[src/rtl/brpred_pkg.sv]
package brpred_pkg;
  localparam int CTL_W = 6;
  localparam logic [1:0] SEL_BOTH = 2'b00;
  localparam logic [1:0] SEL_BACK = 2'b01;
  localparam logic [1:0] SEL_FWD  = 2'b10;
  localparam logic [1:0] CTR_INIT = 2'b10;

  function automatic logic sel_permits(input logic [1:0] sel, input logic backward);
    case (sel)
      SEL_BOTH: return 1'b1;
      SEL_BACK: return backward;
      SEL_FWD:  return !backward;
      default:  return 1'b0;
    endcase
  endfunction

  function automatic logic [1:0] ctr_next(input logic [1:0] c, input logic taken);
    if (taken) return (c == 2'b11) ? c : c + 2'b01;
    else       return (c == 2'b00) ? c : c - 2'b01;
  endfunction
endpackage

[src/rtl/brpred_dir_filter.sv]
module brpred_dir_filter #(
  parameter int AW = 32
) (
  input  logic [1:0]    sel_i,
  input  logic [AW-1:0] br_pc_i,
  input  logic [AW-1:0] br_target_i,
  output logic          permit_o
);
  import brpred_pkg::*;
  logic backward;
  assign backward = br_target_i < br_pc_i;
  assign permit_o = sel_permits(sel_i, backward);
endmodule

[src/rtl/brpred_entry_array.sv]
module brpred_entry_array #(
  parameter int ENTRIES = 8,
  parameter int AW      = 32
) (
  input  logic          clk,
  input  logic          rst_n,
  input  logic          flush_i,
  input  logic [AW-1:0] lk_pc_i,
  output logic          lk_hit_o,
  output logic [AW-1:0] lk_target_o,
  output logic [1:0]    lk_ctr_o,
  input  logic          up_fire_i,
  input  logic [AW-1:0] up_pc_i,
  input  logic [AW-1:0] up_target_i,
  input  logic          up_taken_i,
  input  logic          up_alloc_ok_i
);
  import brpred_pkg::*;
  localparam int IW = (ENTRIES > 1) ? $clog2(ENTRIES) : 1;

  logic [ENTRIES-1:0] vld_q;
  logic [AW-1:0]      tag_q [ENTRIES];
  logic [AW-1:0]      tgt_q [ENTRIES];
  logic [1:0]         ctr_q [ENTRIES];
  logic [IW-1:0]      rr_q;

  logic [ENTRIES-1:0] lk_match, up_match;
  logic               up_hit, has_free, do_alloc;
  logic [IW-1:0]      free_idx, alloc_idx;

  for (genvar i = 0; i < ENTRIES; i++) begin : g_cmp
    assign lk_match[i] = vld_q[i] && (tag_q[i] == lk_pc_i);
    assign up_match[i] = vld_q[i] && (tag_q[i] == up_pc_i);
  end

  always_comb begin
    lk_target_o = '0;
    lk_ctr_o    = '0;
    for (int i = 0; i < ENTRIES; i++) begin
      if (lk_match[i]) begin
        lk_target_o = tgt_q[i];
        lk_ctr_o    = ctr_q[i];
      end
    end
  end
  assign lk_hit_o = |lk_match;

  always_comb begin
    free_idx = '0;
    has_free = 1'b0;
    for (int i = ENTRIES - 1; i >= 0; i--) begin
      if (!vld_q[i]) begin
        free_idx = IW'(i);
        has_free = 1'b1;
      end
    end
  end

  assign up_hit    = |up_match;
  assign alloc_idx = has_free ? free_idx : rr_q;
  assign do_alloc  = up_fire_i && !up_hit && up_taken_i && up_alloc_ok_i;

  always_ff @(posedge clk) begin
    if (!rst_n) begin
      vld_q <= '0;
      rr_q  <= '0;
      for (int i = 0; i < ENTRIES; i++) begin
        tag_q[i] <= '0;
        tgt_q[i] <= '0;
        ctr_q[i] <= '0;
      end
    end else if (flush_i) begin
      vld_q <= '0;
      rr_q  <= '0;
    end else begin
      if (up_fire_i && up_hit) begin
        for (int i = 0; i < ENTRIES; i++) begin
          if (up_match[i]) begin
            ctr_q[i] <= ctr_next(ctr_q[i], up_taken_i);
            if (up_taken_i) tgt_q[i] <= up_target_i;
          end
        end
      end
      if (do_alloc) begin
        vld_q[alloc_idx] <= 1'b1;
        tag_q[alloc_idx] <= up_pc_i;
        tgt_q[alloc_idx] <= up_target_i;
        ctr_q[alloc_idx] <= CTR_INIT;
        if (!has_free) rr_q <= (rr_q == IW'(ENTRIES - 1)) ? '0 : rr_q + 1'b1;
      end
    end
  end

  AST_ONE_MATCH: assert property (@(posedge clk) disable iff (!rst_n)
    $countones(lk_match) <= 1);
  AST_FLUSH_EMPTIES: assert property (@(posedge clk) disable iff (!rst_n)
    flush_i |=> (vld_q == '0));
  AST_ALLOC_VALID: assert property (@(posedge clk) disable iff (!rst_n)
    (do_alloc && !flush_i) |=> vld_q[$past(alloc_idx)]);
  AST_NOTTAKEN_NO_ALLOC: assert property (@(posedge clk) disable iff (!rst_n)
    (up_fire_i && !up_taken_i && !up_hit && !flush_i) |=> $stable(vld_q));
  AST_RR_FREE_HOLD: assert property (@(posedge clk) disable iff (!rst_n)
    (has_free && !flush_i) |=> $stable(rr_q));
endmodule

[src/rtl/brpred_ret_stack.sv]
module brpred_ret_stack #(
  parameter int DEPTH = 4,
  parameter int AW    = 32
) (
  input  logic          clk,
  input  logic          rst_n,
  input  logic          flush_i,
  input  logic          push_i,
  input  logic [AW-1:0] push_addr_i,
  input  logic          pop_i,
  output logic          top_valid_o,
  output logic [AW-1:0] top_addr_o
);
  localparam int PW = (DEPTH > 1) ? $clog2(DEPTH) : 1;
  localparam int CW = $clog2(DEPTH + 1);

  logic [AW-1:0] mem_q [DEPTH];
  logic [PW-1:0] ptr_q, top_idx, ptr_inc;
  logic [CW-1:0] cnt_q;

  assign ptr_inc     = (ptr_q == PW'(DEPTH - 1)) ? '0 : ptr_q + 1'b1;
  assign top_idx     = (ptr_q == '0) ? PW'(DEPTH - 1) : ptr_q - 1'b1;
  assign top_valid_o = (cnt_q != '0);
  assign top_addr_o  = top_valid_o ? mem_q[top_idx] : '0;

  always_ff @(posedge clk) begin
    if (!rst_n) begin
      ptr_q <= '0;
      cnt_q <= '0;
      for (int i = 0; i < DEPTH; i++) mem_q[i] <= '0;
    end else if (flush_i) begin
      ptr_q <= '0;
      cnt_q <= '0;
    end else if (push_i && pop_i && top_valid_o) begin
      mem_q[top_idx] <= push_addr_i;
    end else if (push_i) begin
      mem_q[ptr_q] <= push_addr_i;
      ptr_q        <= ptr_inc;
      if (cnt_q != CW'(DEPTH)) cnt_q <= cnt_q + 1'b1;
    end else if (pop_i && top_valid_o) begin
      ptr_q <= top_idx;
      cnt_q <= cnt_q - 1'b1;
    end
  end

  AST_DEPTH_BOUND: assert property (@(posedge clk) disable iff (!rst_n)
    cnt_q <= CW'(DEPTH));
  AST_EMPTY_POP: assert property (@(posedge clk) disable iff (!rst_n)
    (pop_i && !push_i && !top_valid_o) |=> !top_valid_o);
  AST_PUSH_ON_TOP: assert property (@(posedge clk) disable iff (!rst_n)
    (push_i && !flush_i) |=> (top_valid_o && top_addr_o == $past(push_addr_i)));
endmodule

[src/rtl/brpred_unit.sv]
module brpred_unit #(
  parameter int ENTRIES   = 8,
  parameter int RAS_DEPTH = 4,
  parameter int AW        = 32
) (
  input  logic                      clk,
  input  logic                      rst_n,
  input  logic                      ctl_we,
  input  logic [brpred_pkg::CTL_W-1:0] ctl_wdata,
  output logic [brpred_pkg::CTL_W-1:0] ctl_rdata,
  input  logic                      fetch_valid,
  input  logic [AW-1:0]             fetch_pc,
  output logic                      pred_valid,
  output logic                      pred_hit,
  output logic                      pred_taken,
  output logic [AW-1:0]             pred_target,
  input  logic                      upd_valid,
  output logic                      upd_ready,
  input  logic [AW-1:0]             upd_pc,
  input  logic [AW-1:0]             upd_target,
  input  logic                      upd_taken,
  input  logic                      call_push,
  input  logic [AW-1:0]             call_ret_addr,
  input  logic                      ret_pop,
  output logic                      ret_pred_valid,
  output logic [AW-1:0]             ret_pred_addr
);
  import brpred_pkg::*;

  logic       en_q;
  logic [1:0] pred_sel_q, alloc_sel_q;
  logic       flush_now, upd_fire;
  logic       arr_hit, pred_ok, alloc_ok;
  logic [AW-1:0] arr_target;
  logic [1:0]    arr_ctr;

  assign flush_now = ctl_we && ctl_wdata[0];

  always_ff @(posedge clk) begin
    if (!rst_n) begin
      en_q        <= 1'b0;
      pred_sel_q  <= 2'b00;
      alloc_sel_q <= 2'b00;
    end else if (ctl_we) begin
      en_q        <= ctl_wdata[1];
      pred_sel_q  <= ctl_wdata[3:2];
      alloc_sel_q <= ctl_wdata[5:4];
    end
  end
  assign ctl_rdata = {alloc_sel_q, pred_sel_q, en_q, 1'b0};

  assign upd_ready = !flush_now;
  assign upd_fire  = upd_valid && upd_ready && en_q;

  brpred_dir_filter #(.AW(AW)) u_pred_filter (
    .sel_i(pred_sel_q), .br_pc_i(fetch_pc), .br_target_i(arr_target), .permit_o(pred_ok));

  brpred_dir_filter #(.AW(AW)) u_alloc_filter (
    .sel_i(alloc_sel_q), .br_pc_i(upd_pc), .br_target_i(upd_target), .permit_o(alloc_ok));

  brpred_entry_array #(.ENTRIES(ENTRIES), .AW(AW)) u_array (
    .clk(clk), .rst_n(rst_n), .flush_i(flush_now),
    .lk_pc_i(fetch_pc), .lk_hit_o(arr_hit), .lk_target_o(arr_target), .lk_ctr_o(arr_ctr),
    .up_fire_i(upd_fire), .up_pc_i(upd_pc), .up_target_i(upd_target),
    .up_taken_i(upd_taken), .up_alloc_ok_i(alloc_ok));

  brpred_ret_stack #(.DEPTH(RAS_DEPTH), .AW(AW)) u_ras (
    .clk(clk), .rst_n(rst_n), .flush_i(flush_now),
    .push_i(call_push), .push_addr_i(call_ret_addr), .pop_i(ret_pop),
    .top_valid_o(ret_pred_valid), .top_addr_o(ret_pred_addr));

  assign pred_valid  = fetch_valid;
  assign pred_hit    = fetch_valid && en_q && !flush_now && arr_hit && pred_ok;
  assign pred_taken  = pred_hit && arr_ctr[1];
  assign pred_target = pred_hit ? arr_target : '0;

  AST_OFF_NO_HIT: assert property (@(posedge clk) disable iff (!rst_n)
    !en_q |-> !pred_hit);
  AST_FLUSH_READS_ZERO: assert property (@(posedge clk) disable iff (!rst_n)
    ctl_rdata[0] == 1'b0);
  AST_FLUSH_CYCLE_MISS: assert property (@(posedge clk) disable iff (!rst_n)
    flush_now |-> (!pred_hit && !upd_ready));
  AST_CTL_READBACK: assert property (@(posedge clk) disable iff (!rst_n)
    ctl_we |=> (ctl_rdata[5:1] == $past(ctl_wdata[5:1])));
  AST_TAKEN_NEEDS_HIT: assert property (@(posedge clk) disable iff (!rst_n)
    pred_taken |-> pred_hit);
endmodule

[config.mk]
export PLATFORM = sky130hd
export DESIGN_NAME = brpred_unit
export DESIGN_NICKNAME = d
export VERILOG_FILES = /design/src/rtl/brpred_pkg.sv /design/src/rtl/brpred_dir_filter.sv /design/src/rtl/brpred_entry_array.sv /design/src/rtl/brpred_ret_stack.sv /design/src/rtl/brpred_unit.sv
export SDC_FILE = /design/constraint.sdc
export NUM_CORES = 2
export LEC_CHECK = 0
export ABC_AREA = 1
export CAP_MARGIN = 20
export CORE_MARGIN = 2
export CORE_UTILIZATION = 45
export CTS_CLUSTER_SIZE = 16
export DETAILED_ROUTE_END_ITERATION = 8
export PLACE_DENSITY_LB_ADDON = 0.08
export SLEW_MARGIN = 10
export SYNTH_ARGS = -nofsm -noshare
export SYNTH_HDL_FRONTEND = slang
export SYNTH_SLANG_ARGS = --single-unit
[constraint.sdc]
create_clock -name clk -period 14.4 [get_ports clk]
set_input_delay 2.88 -clock clk [delete_from_list [all_inputs] [get_ports clk]]
set_output_delay 2.88 -clock clk [all_outputs]
set_load 0.03 [all_outputs]
==> flow_metrics.py <==
metrics = {
    "timing": {
        "fin_crit_ns": 13.38,
        "tns_ns": 0,
        "fmax_mhz": 74.7,
        "slew_headroom_pct": 23.7,
        "rsz0062_at_grt": "false",
        "finalSetupViolCount": 0,
        "clock_skew_ns": 0.0334,
        "worst_pin_slew_ns": 1.14,
        "hold_viol_final": 0,
        "slew_viol_final": 0,
        "period_share_pct": 92.9,
    },
    "global_routing": {
        "grt.busiest_layer": "met2",
        "grtUsageTotal_pct": 37.2,
        "grt_pass1_vias": 30200,
        "grt-ovfl-total": 0,
        "use_met3_pct": 9.12,
        "grt_start_max_net_pins": 68,
        "grt_antenna_before_repair": 6,
        "grtUsageMet2_pct": 55.1,
        "grt_pass1_wl_um": 225000,
        "gr-usage-met1_pct": 52.3,
    },
    "clock_network": {
        "ctsResizeCount": 0,
        "clock_latency_ns": 0.65,
        "clock-sinks": 677,
        "cts_buffers": 78,
        "clockBufferDepth": 3,
        "cts_root_buf": "clkbuf_16",
        "cts_tree": "built",
        "cts_hold_buf": 0,
        "htreeDepth": 3,
        "post_cts_buffers": 0,
        "clkTransAtPathRegs_ns": 0.06,
    },
    "power": {
        "clockPowerShare_pct": 39.7,
        "intPower_mw": 3.59,
        "power_density_nw_per_um2": 117,
        "p_leak_nw": 16.9,
        "combinationalPowerShare_pct": 13.8,
        "seqPwrFrac_pct": 46.5,
        "power.switching_mw": 1.39,
        "p_sw_share_pct": 28.0,
        "max-vdd-ir-drop_mv": 0.119,
    },
    "synth": {
        "syn_nets": 4319,
        "synthTopCellsByCount": "780 x nor2_1, 640 x edfxtp_1, 607 x nand2_1, 405 x inv_1, 282 x o21ai_0",
        "synth_cells": 4110,
        "synthDistinctLibCells": 66,
        "synth_area_leaders": "edfxtp_1 52%, nor2_1 8.0%, nand2_1 6.2%",
        "ys.flop_type": "edfxtp_1",
        "ys_async_sr_fraction_pct": 0,
        "synth_area_per_cell_sq_um": 8.96,
        "ys_warn_count": 0,
        "synth_most_common_cell": "nor2_1",
        "synth.yosys.seq_area_share_pct": 54.2,
        "synth_area_sq_um": 36800,
        "yosysTopAreaCell": "edfxtp_1",
        "synth_edf_count": 640,
        "ys_ff_latch": 677,
        "synth_top_area_share_pct": 52.2,
    },
    "layout": {
        "nFillCells": 7578,
        "finish.instance_area_sq_um": 42400,
        "drive_gt1_share_pct": 7.02,
        "area.growth.synth_to_final_pct": 15.2,
        "finalNetCount": 4466,
    },
    "placement": {
        "io_buffers": 215,
        "gp_congestion": 1.06,
        "hpwl_um": 105000,
        "place_area_sq_um": 40000,
    },
    "die": {
        "ioPinCount": 217,
        "initial_core_util_pct": 45.6,
        "dieHeight_um": 290,
        "die_x_um": 290,
        "num_rows": 104,
        "die_area_sq_um": 84100,
        "core_area_sq_um": 80800,
    },
    "status": {
        "status": "complete, no violations",
    },
    "route": {
        "wl_per_cell_um": 29.8,
        "num_vias": 32700,
        "vias_per_cell": 6.08,
        "wirelength_um": 160000,
        "ant_nets": 0,
        "firstDrtPassIters": 6,
        "route.detailed.drc": 0,
        "drtIter0Drc": 5144,
    },
    "setup_path": {
        "crit_fanout": 34,
        "cpMaxStageDelayCell": "clkdlybuf4s50_1",
        "critPathArrivalTime_ns": 10.50,
        "cpPeakStageDelay_ns": 0.94,
        "path_class": "in -> out",
        "crit_family": "buffers and inverters",
        "worstPathRequired_ns": 11.52,
        "crit_path_end_kind": "primary output",
        "crit_top_cell": "nand2_1",
        "start_kind": "primary input",
        "critPathBufInv": 6,
    },
    "flow_run": {
        "maxCapViolations": 0,
    },
    "min_path": {
        "hp-class": "reg -> reg",
    },
}
## cell usage in the layout (no fill, tap or decap), types with 99 or more instances in the layout
master,count
o21ai_0,282
clkdlybuf4s50_1,214
nand2_1,602
edfxtp_1,640
a21oi_1,272
o22ai_1,126
nor2_1,779
buf_4,99
xor2_1,105
inv_1,402
## area by class of cell
| type | instances | area, sq um | area share, % |
|---|---|---|---|
| clock buffers | 103 | 2080 | 4.90 |
| diodes | 1 | 2.50 | 0.00590 |
| well taps | 1060 | 1330 | 3.13 |
| repair buffers | 315 | 2910 | 6.86 |
| inverters | 437 | 1640 | 3.87 |
| multi-input cells | 2748 | 14100 | 33.3 |
| clock inverters | 37 | 382 | 0.900 |
| flip-flops and latches | 677 | 20000 | 47.1 |
## registers in the layout, summed over array words and instances, names as in the netlist
name           count
u_array.tgt_q    256
u_array.ctr_q     16
u_array.rr_q       3
u_ras.ptr_q        2
u_array.tag_q    256
u_ras.mem_q      128
u_ras.cnt_q        3
en_q               1
alloc_sel_q        2
pred_sel_q         2
u_array.vld_q      8
## final timing paths
| check | from | endpoint | slack [ns] | cells past startpoint |
|---|---|---|---|---|
| setup / recovery | fetch_pc[21] | pred_target[30] | 1.02 | 29 |
| hold / removal | u_array.ctr_q[0][0]$_SDFFE_PP0P_ | u_array.ctr_q[0][0]$_SDFFE_PP0P_ | 0.49 | 2 |
| setup reg to reg | u_array.tag_q[1][4]$_SDFFCE_PN0P_ | u_array.tgt_q[1][15]$_DFFE_PP_ | 9.18 | 11 |
| hold reg to reg | u_array.ctr_q[0][0]$_SDFFE_PP0P_ | u_array.ctr_q[0][0]$_SDFFE_PP0P_ | 0.49 | 2 |
## cell families after synthesis
| logic type | Yosys count | synth area share (%) |
|---|---|---|
| mux | 2 | 0.0578 |
| simple gates | 1679 | 18.8 |
| compound gates | 826 | 12.8 |
| fa+ha+maj | 67 | 2.30 |
| flops | 677 | 54.2 |
| xor+xnor | 173 | 4.11 |
| buf+inv | 685 | 7.64 |
| other cells | 1 | 0.0102 |
## metrics by stage
stage | utilization (%) | std cells | worst slack (ns) | total power, mW | hold WS, ns
2_1_floorplan | - | 4110 | 5.12 | 2.70 | 0.458
3_3_place_gp | 49.4 | 5236 | 1.64 | 3.02 | 0.478
3_5_place_dp | 49.4 | 5237 | 1.42 | 3.02 | 0.480
4_1_cts | 52.5 | 5377 | 1.38 | 4.97 | 0.491
5_1_grt | 52.5 | 5377 | 0.758 | 5.10 | 0.527
6_report | 52.5 | 5378 | 1.02 | 4.98 | 0.490
## layer usage
metal	share of wire, %	routed length [um]	up-vias
li1	-	-	14200
met1	40	64000	15700
met2	42	67800	2314
met3	13	20400	440
met4	5.0	8070	8
met5	0.029	46	-
## worst reg2reg max path: cells and delay by family, from the launching register on
family,cells,cell delay (ns)
buffers and inverters,1,0.60
and+or+nand+nor,9,3.31
xor gates and xnor gates,1,0.19
DFF,1,0.51
## power groups by stage
stage | Clock [mW] | Sequential, mW | Combinational, mW
detailed placement | 0 | 2.35 | 0.668
finish | 1.98 | 2.32 | 0.688
global route | 2.06 | 2.32 | 0.723
floorplan | 0 | 2.34 | 0.365
global placement | 0 | 2.35 | 0.668
CTS | 1.99 | 2.31 | 0.671
(Power assumes the default switching activity.)
